File: config.mk
export PLATFORM = sky130hd
export DESIGN_NAME = pmul_array
export DESIGN_NICKNAME = d
export VERILOG_FILES = /design/src/rtl/pmul_pkg.sv /design/src/rtl/pmul_fa_cell.sv /design/src/rtl/pmul_ha_cell.sv /design/src/rtl/pmul_csa_row.sv /design/src/rtl/pmul_ha_stage.sv /design/src/rtl/pmul_array.sv
export SDC_FILE = /design/constraint.sdc
export NUM_CORES = 1
export LEC_CHECK = 0
export BUFFER_PORTS_ARGS = -buffer_cell sky130_fd_sc_hd__buf_2
export CORE_ASPECT_RATIO = 0.75
export CORE_MARGIN = 2
export CORE_UTILIZATION = 40
export CTS_CLUSTER_SIZE = 16
export DETAILED_ROUTE_END_ITERATION = 8
export SKIP_CTS_REPAIR_TIMING = 1
export SYNTH_ARGS = -nofsm -noshare
export SYNTH_HDL_FRONTEND = slang
export SYNTH_SLANG_ARGS = --single-unit
File: constraint.sdc
create_clock -name clk_i -period 2.6 [get_ports clk_i]
set_clock_uncertainty 0.1 [all_clocks]
set_input_delay 0.39 -clock clk_i [delete_from_list [all_inputs] [get_ports clk_i]]
set_output_delay 0.39 -clock clk_i [all_outputs]
set_load 0.05 [all_outputs]
File: src/rtl/pmul_pkg.sv
package pmul_pkg;
  // cycles from capture edge to registered product
  function automatic int unsigned pipe_depth(int unsigned w);
    return 3 * w;
  endfunction
  // half-adder rows needed before the final xor row
  function automatic int unsigned merge_rows(int unsigned w);
    return 2 * w - 2;
  endfunction
endpackage

File: src/rtl/pmul_fa_cell.sv
module pmul_fa_cell (
  input  logic x_i,
  input  logic y_i,
  input  logic z_i,
  output logic sum_o,
  output logic cry_o
);
  assign sum_o = x_i ^ y_i ^ z_i;
  assign cry_o = (x_i & y_i) | (x_i & z_i) | (y_i & z_i);
endmodule

File: src/rtl/pmul_ha_cell.sv
module pmul_ha_cell (
  input  logic x_i,
  input  logic y_i,
  output logic sum_o,
  output logic cry_o
);
  assign sum_o = x_i ^ y_i;
  assign cry_o = x_i & y_i;
endmodule

File: src/rtl/pmul_csa_row.sv
module pmul_csa_row #(
  parameter int unsigned P = 8
) (
  input  logic [P-1:0] s_i,
  input  logic [P-1:0] c_i,
  input  logic [P-1:0] pp_i,
  output logic [P-1:0] s_o,
  output logic [P-1:0] c_o
);
  logic [P-1:0] sm;
  logic [P-2:0] cy;

  for (genvar i = 0; i < P; i++) begin : g_bit
    if (i < P - 1) begin : g_fa
      pmul_fa_cell u_fa (
        .x_i  (s_i[i]),
        .y_i  (c_i[i]),
        .z_i  (pp_i[i]),
        .sum_o(sm[i]),
        .cry_o(cy[i])
      );
    end else begin : g_top
      // carry out of the msb lies beyond the product width
      assign sm[i] = s_i[i] ^ c_i[i] ^ pp_i[i];
    end
  end

  assign s_o = sm;
  assign c_o = {cy, 1'b0};
endmodule

File: src/rtl/pmul_ha_stage.sv
module pmul_ha_stage #(
  parameter int unsigned P = 8
) (
  input  logic         clk_i,
  input  logic         rst_ni,
  input  logic [P-1:0] s_i,
  input  logic [P-1:0] c_i,
  output logic [P-1:0] s_o,
  output logic [P-1:0] c_o
);
  logic [P-1:0] sm;
  logic [P-2:0] cy;

  for (genvar i = 0; i < P; i++) begin : g_bit
    if (i < P - 1) begin : g_ha
      pmul_ha_cell u_ha (
        .x_i  (s_i[i]),
        .y_i  (c_i[i]),
        .sum_o(sm[i]),
        .cry_o(cy[i])
      );
    end else begin : g_top
      assign sm[i] = s_i[i] ^ c_i[i];
    end
  end

  always_ff @(posedge clk_i or negedge rst_ni) begin
    if (!rst_ni) begin
      s_o <= '0;
      c_o <= '0;
    end else begin
      s_o <= sm;
      c_o <= {cy, 1'b0};
    end
  end
endmodule

File: src/rtl/pmul_array.sv
module pmul_array
  import pmul_pkg::*;
#(
  parameter int unsigned W = 4
) (
  input  logic           clk_i,
  input  logic           rst_ni,
  input  logic           valid_i,
  input  logic [W-1:0]   mcand_i,
  input  logic [W-1:0]   mplier_i,
  output logic           valid_o,
  output logic [2*W-1:0] product_o
);
  localparam int unsigned P   = 2 * W;
  localparam int unsigned LAT = pipe_depth(W);
  localparam int unsigned MR  = merge_rows(W);

  // input stage: first partial product and operand skew entry 0
  logic [P-1:0] pp0_q;

  always_ff @(posedge clk_i or negedge rst_ni) begin
    if (!rst_ni) pp0_q <= '0;
    else         pp0_q <= {{W{1'b0}}, mcand_i & {W{mplier_i[0]}}};
  end

  // operand skew: entry e feeds the AND of carry-save row e
  for (genvar e = 0; e < W - 1; e++) begin : g_op
    logic [W-1:0]   a_q;
    logic [W-1:e+1] b_q;
    if (e == 0) begin : g_load
      always_ff @(posedge clk_i or negedge rst_ni) begin
        if (!rst_ni) begin
          a_q <= '0;
          b_q <= '0;
        end else begin
          a_q <= mcand_i;
          b_q <= mplier_i[W-1:1];
        end
      end
    end else begin : g_shift
      always_ff @(posedge clk_i or negedge rst_ni) begin
        if (!rst_ni) begin
          a_q <= '0;
          b_q <= '0;
        end else begin
          a_q <= g_op[e-1].a_q;
          b_q <= g_op[e-1].b_q[W-1:e+1];
        end
      end
    end
  end

  // carry-save rows, one per multiplier bit
  for (genvar k = 0; k < W; k++) begin : g_row
    logic [P-1:0] s_in, c_in, pp_in, s_cmb, c_cmb, s_q, c_q;

    if (k == 0) begin : g_first
      assign s_in  = '0;
      assign c_in  = '0;
      assign pp_in = pp0_q;
    end else begin : g_chain
      assign s_in  = g_row[k-1].s_q;
      assign c_in  = g_row[k-1].c_q;
      assign pp_in = g_row[k-1].g_pp.pp_q;
    end

    pmul_csa_row #(.P(P)) u_csa (
      .s_i (s_in),
      .c_i (c_in),
      .pp_i(pp_in),
      .s_o (s_cmb),
      .c_o (c_cmb)
    );

    always_ff @(posedge clk_i or negedge rst_ni) begin
      if (!rst_ni) begin
        s_q <= '0;
        c_q <= '0;
      end else begin
        s_q <= s_cmb;
        c_q <= c_cmb;
      end
    end

    // partial product for the next row, formed here and registered
    if (k < W - 1) begin : g_pp
      logic [P-1:0] pp_q;
      always_ff @(posedge clk_i or negedge rst_ni) begin
        if (!rst_ni) pp_q <= '0;
        else pp_q <= {{W{1'b0}}, g_op[k].a_q & {W{g_op[k].b_q[k+1]}}} << (k + 1);
      end
    end
  end

  // half-adder merge rows
  for (genvar j = 0; j < MR; j++) begin : g_mrg
    logic [P-1:0] s_in, c_in, s_o, c_o;
    if (j == 0) begin : g_first
      assign s_in = g_row[W-1].s_q;
      assign c_in = g_row[W-1].c_q;
    end else begin : g_chain
      assign s_in = g_mrg[j-1].s_o;
      assign c_in = g_mrg[j-1].c_o;
    end
    pmul_ha_stage #(.P(P)) u_ha (
      .clk_i (clk_i),
      .rst_ni(rst_ni),
      .s_i   (s_in),
      .c_i   (c_in),
      .s_o   (s_o),
      .c_o   (c_o)
    );
  end

  // final row: only the msb may still hold a carry
  logic [P-1:0] fin_s, fin_c, prod_q;
  assign fin_s = g_mrg[MR-1].s_o;
  assign fin_c = g_mrg[MR-1].c_o;

  logic [LAT-1:0] vld_q;

  always_ff @(posedge clk_i or negedge rst_ni) begin
    if (!rst_ni) begin
      prod_q <= '0;
      vld_q  <= '0;
    end else begin
      prod_q <= fin_s ^ fin_c;
      vld_q  <= {vld_q[LAT-2:0], valid_i};
    end
  end

  assign product_o = prod_q;
  assign valid_o   = vld_q[LAT-1];
endmodule

==> impl_metrics.json <==
{
  "register_area_sq_um": 3450,
  "fp.coreArea_sq_um": 9160,
  "rsz0062_at_grt": "false",
  "grt_usage_pct": 9.71,
  "drtIter0Drc": 76,
  "route.detailed.wl_per_inst_microns": 10.4,
  "path_buf_inv": 1,
  "synth.distinct_cells": 5,
  "drc_errors": 0,
  "path_max_fanout": 1,
  "die_area_sq_um": 10300,
  "vias": 1423,
  "crit_type": "flop to output pin",
  "insertion_delay_ps": 400,
  "slew_viol_final": 0,
  "grt_max_degree": 66,
  "netlist_area_sq_um": 3800,
  "drive_gt1_share_pct": 20.3,
  "grt_pass1_vias": 1555,
  "mostFrequentLayoutCells": "dfrtp_1 (138), buf_2 (18), clkbuf_16 (17)",
  "finalNetCount": 246,
  "die_w_microns": 117,
  "fp-row-count": 30,
  "cap_violations": 0,
  "slew_headroom_pct": 62.0,
  "worstPathCellList": "buf_2",
  "cp_num_cells": 1,
  "port_buffers": 19,
  "cts_buffers": 17,
  "boundaryPins": 20,
  "grt_pass1_wl_mm": 6.81,
  "max_freq_mhz": 690,
  "powerDensity_nw_per_um2": 1020,
  "cp-end-kind": "output pin",
  "cts_sinks": 138,
  "area_growth_pct": 24.8,
  "synth_nets": 197,
  "grt_overflow": 0,
  "via_per_inst": 3.96,
  "status": "finished, final reports clean",
  "initial_core_util_pct": 41.5,
  "ys_ff_latch": 138,
  "cts_tree": "yes",
  "final-instance-count-excl-fill": 359,
  "antennaDiodeCount": 0,
  "dpl.hpwl_mm": 2.01,
  "final_common_cell": "dfrtp_1",
  "antenna_left": 0,
  "antenna_found_initial": 0,
  "htreeDepth": 4,
  "worst_setup_path_start_kind": "flop",
  "synth_seq_area_share_pct": 90.8,
  "fin_setup_tns_ps": 0,
  "dr.pass1.iters": 2,
  "place_congestion": 0.646,
  "multi_input_area_sq_um": 350,
  "whs_path_depth": 2,
  "die_y_microns": 88.5,
  "fillCellCount": 763,
  "slowest_stage": "dfrtp_1",
  "fin_crit_ps": 1450,
  "netlist_instances": 171,
  "cp_top_family": "flip-flops",
  "worstMarginPinSlew_ps": 570,
  "cts_buffer_depth": 2,
  "setup_viol": 0,
  "drt_wl_total_mm": 3.73,
  "syn_area_per_cell_sq_um": 22.2,
  "synth_warnings": 0,
  "dpl.cell_count": 320,
  "clk_pin_slew_ps": 50,
  "vdd_drop_max_v": 0.000560,
  "cts_root_buf": "clkbuf_16",
  "fin_crit_sh_pct": 55.8,
  "crit_required_ps": 2110,
  "rr_worst_depth": 1,
  "worst_ep_arrival_time_ps": 960,
  "finalHoldViolCount": 0,
  "p_leak_nw": 2.33,
  "crit_path_max_incr_delay_ps": 310,
  "hold_class": "input pin to flop"
}
[cells by family (layout without fill, tap and decap cells)]
family | after synthesis | in the layout | synth area share [%]
XOR/XNOR | 2 | 2 | 0.461
AND/OR/NAND/NOR | 16 | 16 | 2.63
flip-flops | 138 | 138 | 90.8
buffers and inverters | 0 | 60 | 0
adder cells (fa/ha/maj) | 15 | 15 | 6.12
[flip-flops by register name, indices dropped and copies added (netlist names)]
signal           flops
vld_q               12
g_op.a_q            12
g_row.g_pp.pp_q     12
g_op.b_q             6
g_mrg.s_in           7
g_row.c_q            6
product_o            8
g_mrg.u_ha.c_o       6
g_row.pp_in          4
g_mrg.c_in           3
g_row.s_q           15
g_mrg.u_ha.s_o      47
[where the power goes]
| group | internal (mW) | switching (mW) | leakage, nW |
|---|---|---|---|
| combinational | 0.0570 | 0.157 | 0.336 |
| clock | 1.44 | 0.749 | 0.279 |
| sequential | 2.40 | 0.0650 | 1.71 |
| total | 3.89 | 0.972 | 2.33 |
[metal layers]
| layer | vias up | routed length [microns] | GRT usage [%] |
|---|---|---|---|
| met1 | 738 | 1550 | 10.2 |
| li1 | 637 | - | - |
| met5 | - | 0 | 0 |
| met3 | 10 | 249 | 5.75 |
| met4 | 0 | 105 | 8.02 |
| met2 | 38 | 1820 | 14.2 |
[metrics by stage]
step / hold WS [ps] / utilization (%) / instance area, sq um / power, mW / setup slack [ps]
after CTS: -123 / 50.8 / 4660 / 4.93 / 1120
after detailed placement: 235 / 44.7 / 4090 / 2.71 / 1370
final: 137 / 51.8 / 4750 / 4.86 / 1150
after global routing: 134 / 51.8 / 4750 / 5.08 / 1080
after floorplan: -5.59 / - / 3800 / 2.60 / 1520
after global placement: 231 / 44.7 / 4090 / 2.70 / 1400
[area by class of cell]
type,instances,share of cell area (%)
clock buffers,30,11.9
multi-input cells,33,7.38
well taps,128,3.37
flip-flops and latches,138,72.7
repair buffers,30,4.61
[path summary, 6_finish.rpt]
check / slack (ps) / end / start
worst max-delay path: 1150 / product_o[4] / product_o[4]
worst min-delay path: 140 / g_row[0].pp_in[0] / mplier_i[0]
worst max register to register: 1510 / g_row[2].s_q[3] / g_row[1].s_q[3]
worst min register to register: 240 / g_mrg[3].u_ha.s_o[6] / g_mrg[2].u_ha.s_o[6]
max in group asynchronous: 1270 / g_mrg[0].u_ha.s_o[3] / rst_ni
min in group asynchronous: 430 / vld_q[11] / rst_ni
[synthesized netlist by cell type]
cell type	n	area, sq um
dfrtp_1	138	3450
and2_1	16	100
ha_1	9	113
fa_1	6	120
xor2_1	2	17.5
Power figures use the tool's default switching activity.
